--- config.mk ---
export PLATFORM = sky130hd
export DESIGN_NAME = pace_sched
export DESIGN_NICKNAME = d
export VERILOG_FILES = /design/src/rtl/pace_pkg.sv /design/src/rtl/pace_phase_ctr.sv /design/src/rtl/pace_end_map.sv /design/src/rtl/pace_sched.sv
export SDC_FILE = /design/constraint.sdc
export NUM_CORES = 1
export LEC_CHECK = 0
export BUFFER_PORTS_ARGS = -buffer_cell sky130_fd_sc_hd__buf_2
export CORE_ASPECT_RATIO = 0.8
export CORE_MARGIN = 2
export CORE_UTILIZATION = 45
export CTS_CLUSTER_DIAMETER = 100
export DETAILED_ROUTE_END_ITERATION = 8
export GPL_ROUTABILITY_DRIVEN = 0
export GPL_TIMING_DRIVEN = 0
export PLACE_DENSITY = 0.69
export SLEW_MARGIN = 20
export SYNTH_ARGS = -nofsm -noshare
export SYNTH_HDL_FRONTEND = slang
export SYNTH_SLANG_ARGS = --single-unit
--- constraint.sdc ---
create_clock -name clk -period 1.4 [get_ports clk]
set_input_delay 0.07 -clock clk [delete_from_list [all_inputs] [get_ports clk]]
set_output_delay 0.07 -clock clk [all_outputs]
set_load 0.005 [all_outputs]
--- src/rtl/pace_pkg.sv ---
package pace_pkg;

  // Integer ceiling division for positive operands.
  function automatic int ceil_div(input int num, input int den);
    return (num + den - 1) / den;
  endfunction

  // Bits needed to hold a phase index 0..period-1.
  function automatic int phase_bits(input int period);
    return (period > 1) ? $clog2(period) : 1;
  endfunction

  // Start phase of element idx: skewed by duty per element.
  function automatic int start_phase(input int period, input int duty, input int idx);
    return (duty * idx) % period;
  endfunction

endpackage

--- src/rtl/pace_phase_ctr.sv ---
module pace_phase_ctr
  import pace_pkg::*;
#(
  parameter int PERIOD = 5,
  parameter int DUTY   = 2,
  parameter int OFFSET = 0,
  localparam int PW    = phase_bits(PERIOD)
) (
  input  logic          clk,
  input  logic          rst,
  input  logic          adv_i,
  output logic [PW-1:0] phase_o,
  output logic          chk_o
);

  localparam logic [PW-1:0] LAST   = PW'(PERIOD - 1);
  localparam logic [PW-1:0] START  = PW'(OFFSET);
  localparam logic [PW-1:0] DUTY_P = PW'(DUTY);
  localparam logic          START_CHK = (OFFSET < DUTY);

  logic [PW-1:0] phase_q;
  logic [PW-1:0] phase_nxt;
  logic          chk_q;

  always_comb begin
    if (phase_q == LAST) phase_nxt = '0;
    else                 phase_nxt = phase_q + 1'b1;
  end

  always_ff @(posedge clk) begin
    if (rst) begin
      phase_q <= START;
      chk_q   <= START_CHK;
    end else if (adv_i) begin
      phase_q <= phase_nxt;
      chk_q   <= (phase_nxt < DUTY_P);
    end
  end

  assign phase_o = phase_q;
  assign chk_o   = chk_q;

  // phase stays inside the period
  assert_phase_range_R2: assert property (@(posedge clk) disable iff (rst)
    phase_q <= LAST)
    else $error("phase out of range");

  // enable register tracks the checked window
  assert_window_R2: assert property (@(posedge clk) disable iff (rst)
    chk_q == (phase_q < DUTY_P))
    else $error("enable does not match phase window");

  // one step per strobe, wrapping at the period end
  assert_step_R3: assert property (@(posedge clk) disable iff (rst)
    adv_i |=> (phase_q == (($past(phase_q) == LAST) ? '0 : $past(phase_q) + 1'b1)))
    else $error("phase did not step");

  // no strobe, no movement
  assert_hold_R4: assert property (@(posedge clk) disable iff (rst)
    !adv_i |=> ($stable(phase_q) && $stable(chk_q)))
    else $error("phase moved without strobe");

  // reset load wins over the strobe
  assert_reset_wins_R8: assert property (@(posedge clk)
    rst |=> (phase_q == START && chk_q == START_CHK))
    else $error("reset did not load start phase");

endmodule

--- src/rtl/pace_end_map.sv ---
module pace_end_map
  import pace_pkg::*;
#(
  parameter int PERIOD = 5,
  parameter int DUTY   = 2,
  parameter int NUM_PE = 7
) (
  output logic [NUM_PE-1:0] end_o
);

  // Worst-case cycles an error may travel before a check meets it.
  localparam int MAX_LAT   = ceil_div(PERIOD - DUTY, DUTY);
  localparam int FIRST_END = NUM_PE - MAX_LAT;

  for (genvar g = 0; g < NUM_PE; g++) begin : g_end
    assign end_o[g] = (g >= FIRST_END);
  end

endmodule

--- src/rtl/pace_sched.sv ---
module pace_sched
  import pace_pkg::*;
#(
  parameter int PERIOD = 5,
  parameter int DUTY   = 2,
  parameter int NUM_PE = 7,
  localparam int PW    = phase_bits(PERIOD)
) (
  input  logic                 clk,
  input  logic                 rst,
  input  logic                 adv_i,
  output logic [NUM_PE-1:0]    chk_en_o,
  output logic [NUM_PE*PW-1:0] phase_o,
  output logic [NUM_PE-1:0]    end_pe_o
);

  logic [PW-1:0] ph [NUM_PE];

  for (genvar g = 0; g < NUM_PE; g++) begin : g_pe
    pace_phase_ctr #(
      .PERIOD (PERIOD),
      .DUTY   (DUTY),
      .OFFSET (start_phase(PERIOD, DUTY, g))
    ) ctr_i (
      .clk     (clk),
      .rst     (rst),
      .adv_i   (adv_i),
      .phase_o (ph[g]),
      .chk_o   (chk_en_o[g])
    );
    assign phase_o[g*PW +: PW] = ph[g];
  end

  pace_end_map #(
    .PERIOD (PERIOD),
    .DUTY   (DUTY),
    .NUM_PE (NUM_PE)
  ) end_map_i (
    .end_o (end_pe_o)
  );

  // each element runs DUTY phases ahead of its upstream neighbour
  for (genvar g = 0; g < NUM_PE - 1; g++) begin : g_skew
    assert_skew_R5: assert property (@(posedge clk) disable iff (rst)
      int'(ph[g+1]) == ((int'(ph[g]) + DUTY) % PERIOD))
      else $error("neighbour skew broken");
  end

endmodule

==> impl_metrics.json <==
{
  "drt-vias-per-instance": 4.948,
  "avgSynthCellArea_um2": 8.831,
  "ant_nets": 0,
  "diodes": 0,
  "dieArea_mm2": 0.003880,
  "wl_mm": 3.113,
  "post-route-period-util_pct": 92.54,
  "whs_path_depth": 3,
  "async_flop_share_pct": 0,
  "nets": 229,
  "firstDrtPassIters": 4,
  "overflow": 0,
  "die_w_um": 69.15,
  "pin_count": 38,
  "finalSetupViolCount": 0,
  "tns_ns": 0,
  "fmax_mhz": 771.8,
  "core-area_mm2": 0.003153,
  "hold_slack_ns": 0.1771,
  "netlist_area_mm2": 0.001528,
  "yosysSeqAreaShare_pct": 36.69,
  "clk_pin_slew_worst_paths_ns": 0.10,
  "crit_family": "flip-flops",
  "hold_buffers": 0,
  "path_cells": "inv_1, ha_1, nor2_1, a2111oi_4, a211o_1",
  "final_common_cell": "buf_2",
  "slowest_delay_ns": 0.40,
  "worstRegToRegCells": 5,
  "crit_type": "reg2reg",
  "crit_fanout": 5,
  "hold_viol": 0,
  "drv_cap": 0,
  "synth_seq_cells": 28,
  "required_ns": 1.57,
  "cts_setup_buffers": 0,
  "drive_gt1_share_pct": 27.49,
  "netlist_instances": 173,
  "cts_max_path_buffers": 2,
  "rsz0062_at_grt": "no",
  "dp_hpwl_mm": 2.295,
  "period_minus_slack_ns": 1.296,
  "cts-resized-gates": 0,
  "area_growth_syn_to_layout_pct": 19.25,
  "start_util_pct": 48.45,
  "mostFrequentLayoutCells": "buf_2 (31), dfxtp_1 (25), buf_4 (16), inv_1 (15)",
  "yosys_warnings": 0,
  "vias": 1242,
  "grt_pass1_vias": 1146,
  "synth_edf_count": 0,
  "cp.arrival_ns": 1.47,
  "final-max-slew-violation-count": 0,
  "leakage_nw": 0.9123,
  "grt.total_usage_pct": 16.38,
  "clock_skew_ns": 0.008876,
  "wl_per_cell_um": 12.40,
  "max-vdd-ir-drop_mv": 0.6267,
  "startpoint_type": "flop",
  "grt_pass1_wl_mm": 5.216,
  "cts.sinks": 28,
  "power_mw": 1.989,
  "worst_setup_path_end_kind": "flop",
  "status": "completed",
  "crit_buf_inv": 1,
  "drcViolationCount": 0,
  "synth_cell_types": 29,
  "numCtsBuffers": 3,
  "numPortBuffers": 29,
  "cts_root_buf": "clkbuf_8",
  "fp-row-count": 18,
  "crit_path_top_delay_cell": "dfxtp_1",
  "hold_path.class": "in2reg",
  "grt_max_degree": 17,
  "clk_latency_ns": 0.28,
  "cts_max_level": 1,
  "cp.depth": 5,
  "drtIter0Drc": 36,
  "p_per_area_mw_per_mm2": 1092,
  "antenna_found_initial": 0,
  "synth_ff_type": "dfxtp_1",
  "dieHeight_um": 56.12,
  "cts_tree": "done"
}
[layer usage]
layer / wire [µm] / up-vias / track usage (%) / share of wire, %
li1: - / 640 / - / -
met1: 1446 / 577 / 19.47 / 46
met2: 1520 / 23 / 29.67 / 49
met3: 135 / 2 / 4.529 / 4.3
met4: 10 / 0 / 3.081 / 0.32
met5: 0 / - / 0 / 0
[layout make-up]
| cell class | count | area, µm² |
|---|---|---|
| Clock inverter | 1 | 30.03 |
| Buffer | 21 | 148.9 |
| Fill cell | 307 | 1331 |
| Multi-Input combinational cell | 113 | 779.5 |
| Tap cell | 40 | 50.05 |
| Inverter | 16 | 60.06 |
| Timing Repair Buffer | 29 | 145.1 |
| Sequential cell | 28 | 566.8 |
| Clock buffer | 3 | 41.29 |
[cells by family after synthesis]
kind of cell | synth area share (%)
AO/OA/AOI/OAI | 17.28
XOR/XNOR | 1.720
adder cells (fa/ha/maj) | 11.47
buffers and inverters | 13.68
flip-flops | 36.69
multiplexers | 5.242
other | 0.4916
AND/OR/NAND/NOR | 13.43
[worst paths after layout]
path | startpoint | to | slack (ns)
setup / recovery | g_pe[0].ctr_i.phase_o[0] | g_pe[0].ctr_i.chk_o | 0.10
hold / removal | rst | g_pe[4].ctr_i.phase_o[0] | 0.18
setup reg to reg | g_pe[0].ctr_i.phase_o[0] | g_pe[0].ctr_i.chk_o | 0.10
hold reg to reg | g_pe[4].ctr_i.chk_o | g_pe[4].ctr_i.chk_o | 0.48
[through the flow]
stage               std cells  cell area (µm²)  utilization (%)  setup slack [ns]
finish                    251             1822            57.78            0.1044
global route              251             1822            57.78           0.01330
CTS                       251             1813            57.50           0.03265
detailed placement        247             1742            55.24           0.06587
global placement          247             1742            55.24            0.1171
floorplan                 178             1546                -            0.1413
[power breakdown]
group	internal (mW)	switching (mW)
clock	0.383	0.264
combinational	0.213	0.202
sequential	0.865	0.0614
[flip-flops by register name, indices dropped and copies added (netlist names)]
register	flops
g_pe.ctr_i.chk_o	7
g_pe.ctr_i.phase_o	21
[synth_stat cells, types with 2 or more instances]
library cell,n,area [µm²]
a211o_1,2,17.52
a21oi_1,14,70.07
a22oi_1,2,15.01
buf_2,2,10.01
buf_4,16,120.1
clkbuf_1,2,7.510
conb_1,2,7.510
dfxtp_1,28,560.5
ha_1,14,175.2
inv_1,15,56.30
mux2i_1,8,80.08
nand2_1,12,45.04
nand2b_1,2,12.51
nand3_1,5,25.02
nand3b_1,3,22.52
nor2_1,13,48.80
nor2b_1,3,18.77
o211a_1,2,20.02
o211ai_1,7,52.55
o21ai_0,9,45.04
or3b_1,2,17.52
xor2_1,3,26.28
[tightest hold or removal path: cells and delay by family]
kind                   cells  cell delay [ns]
buffers and inverters      2             0.23
AO/OA/AOI/OAI              1             0.13
Note: power is estimated with default switching activity, not from simulation.
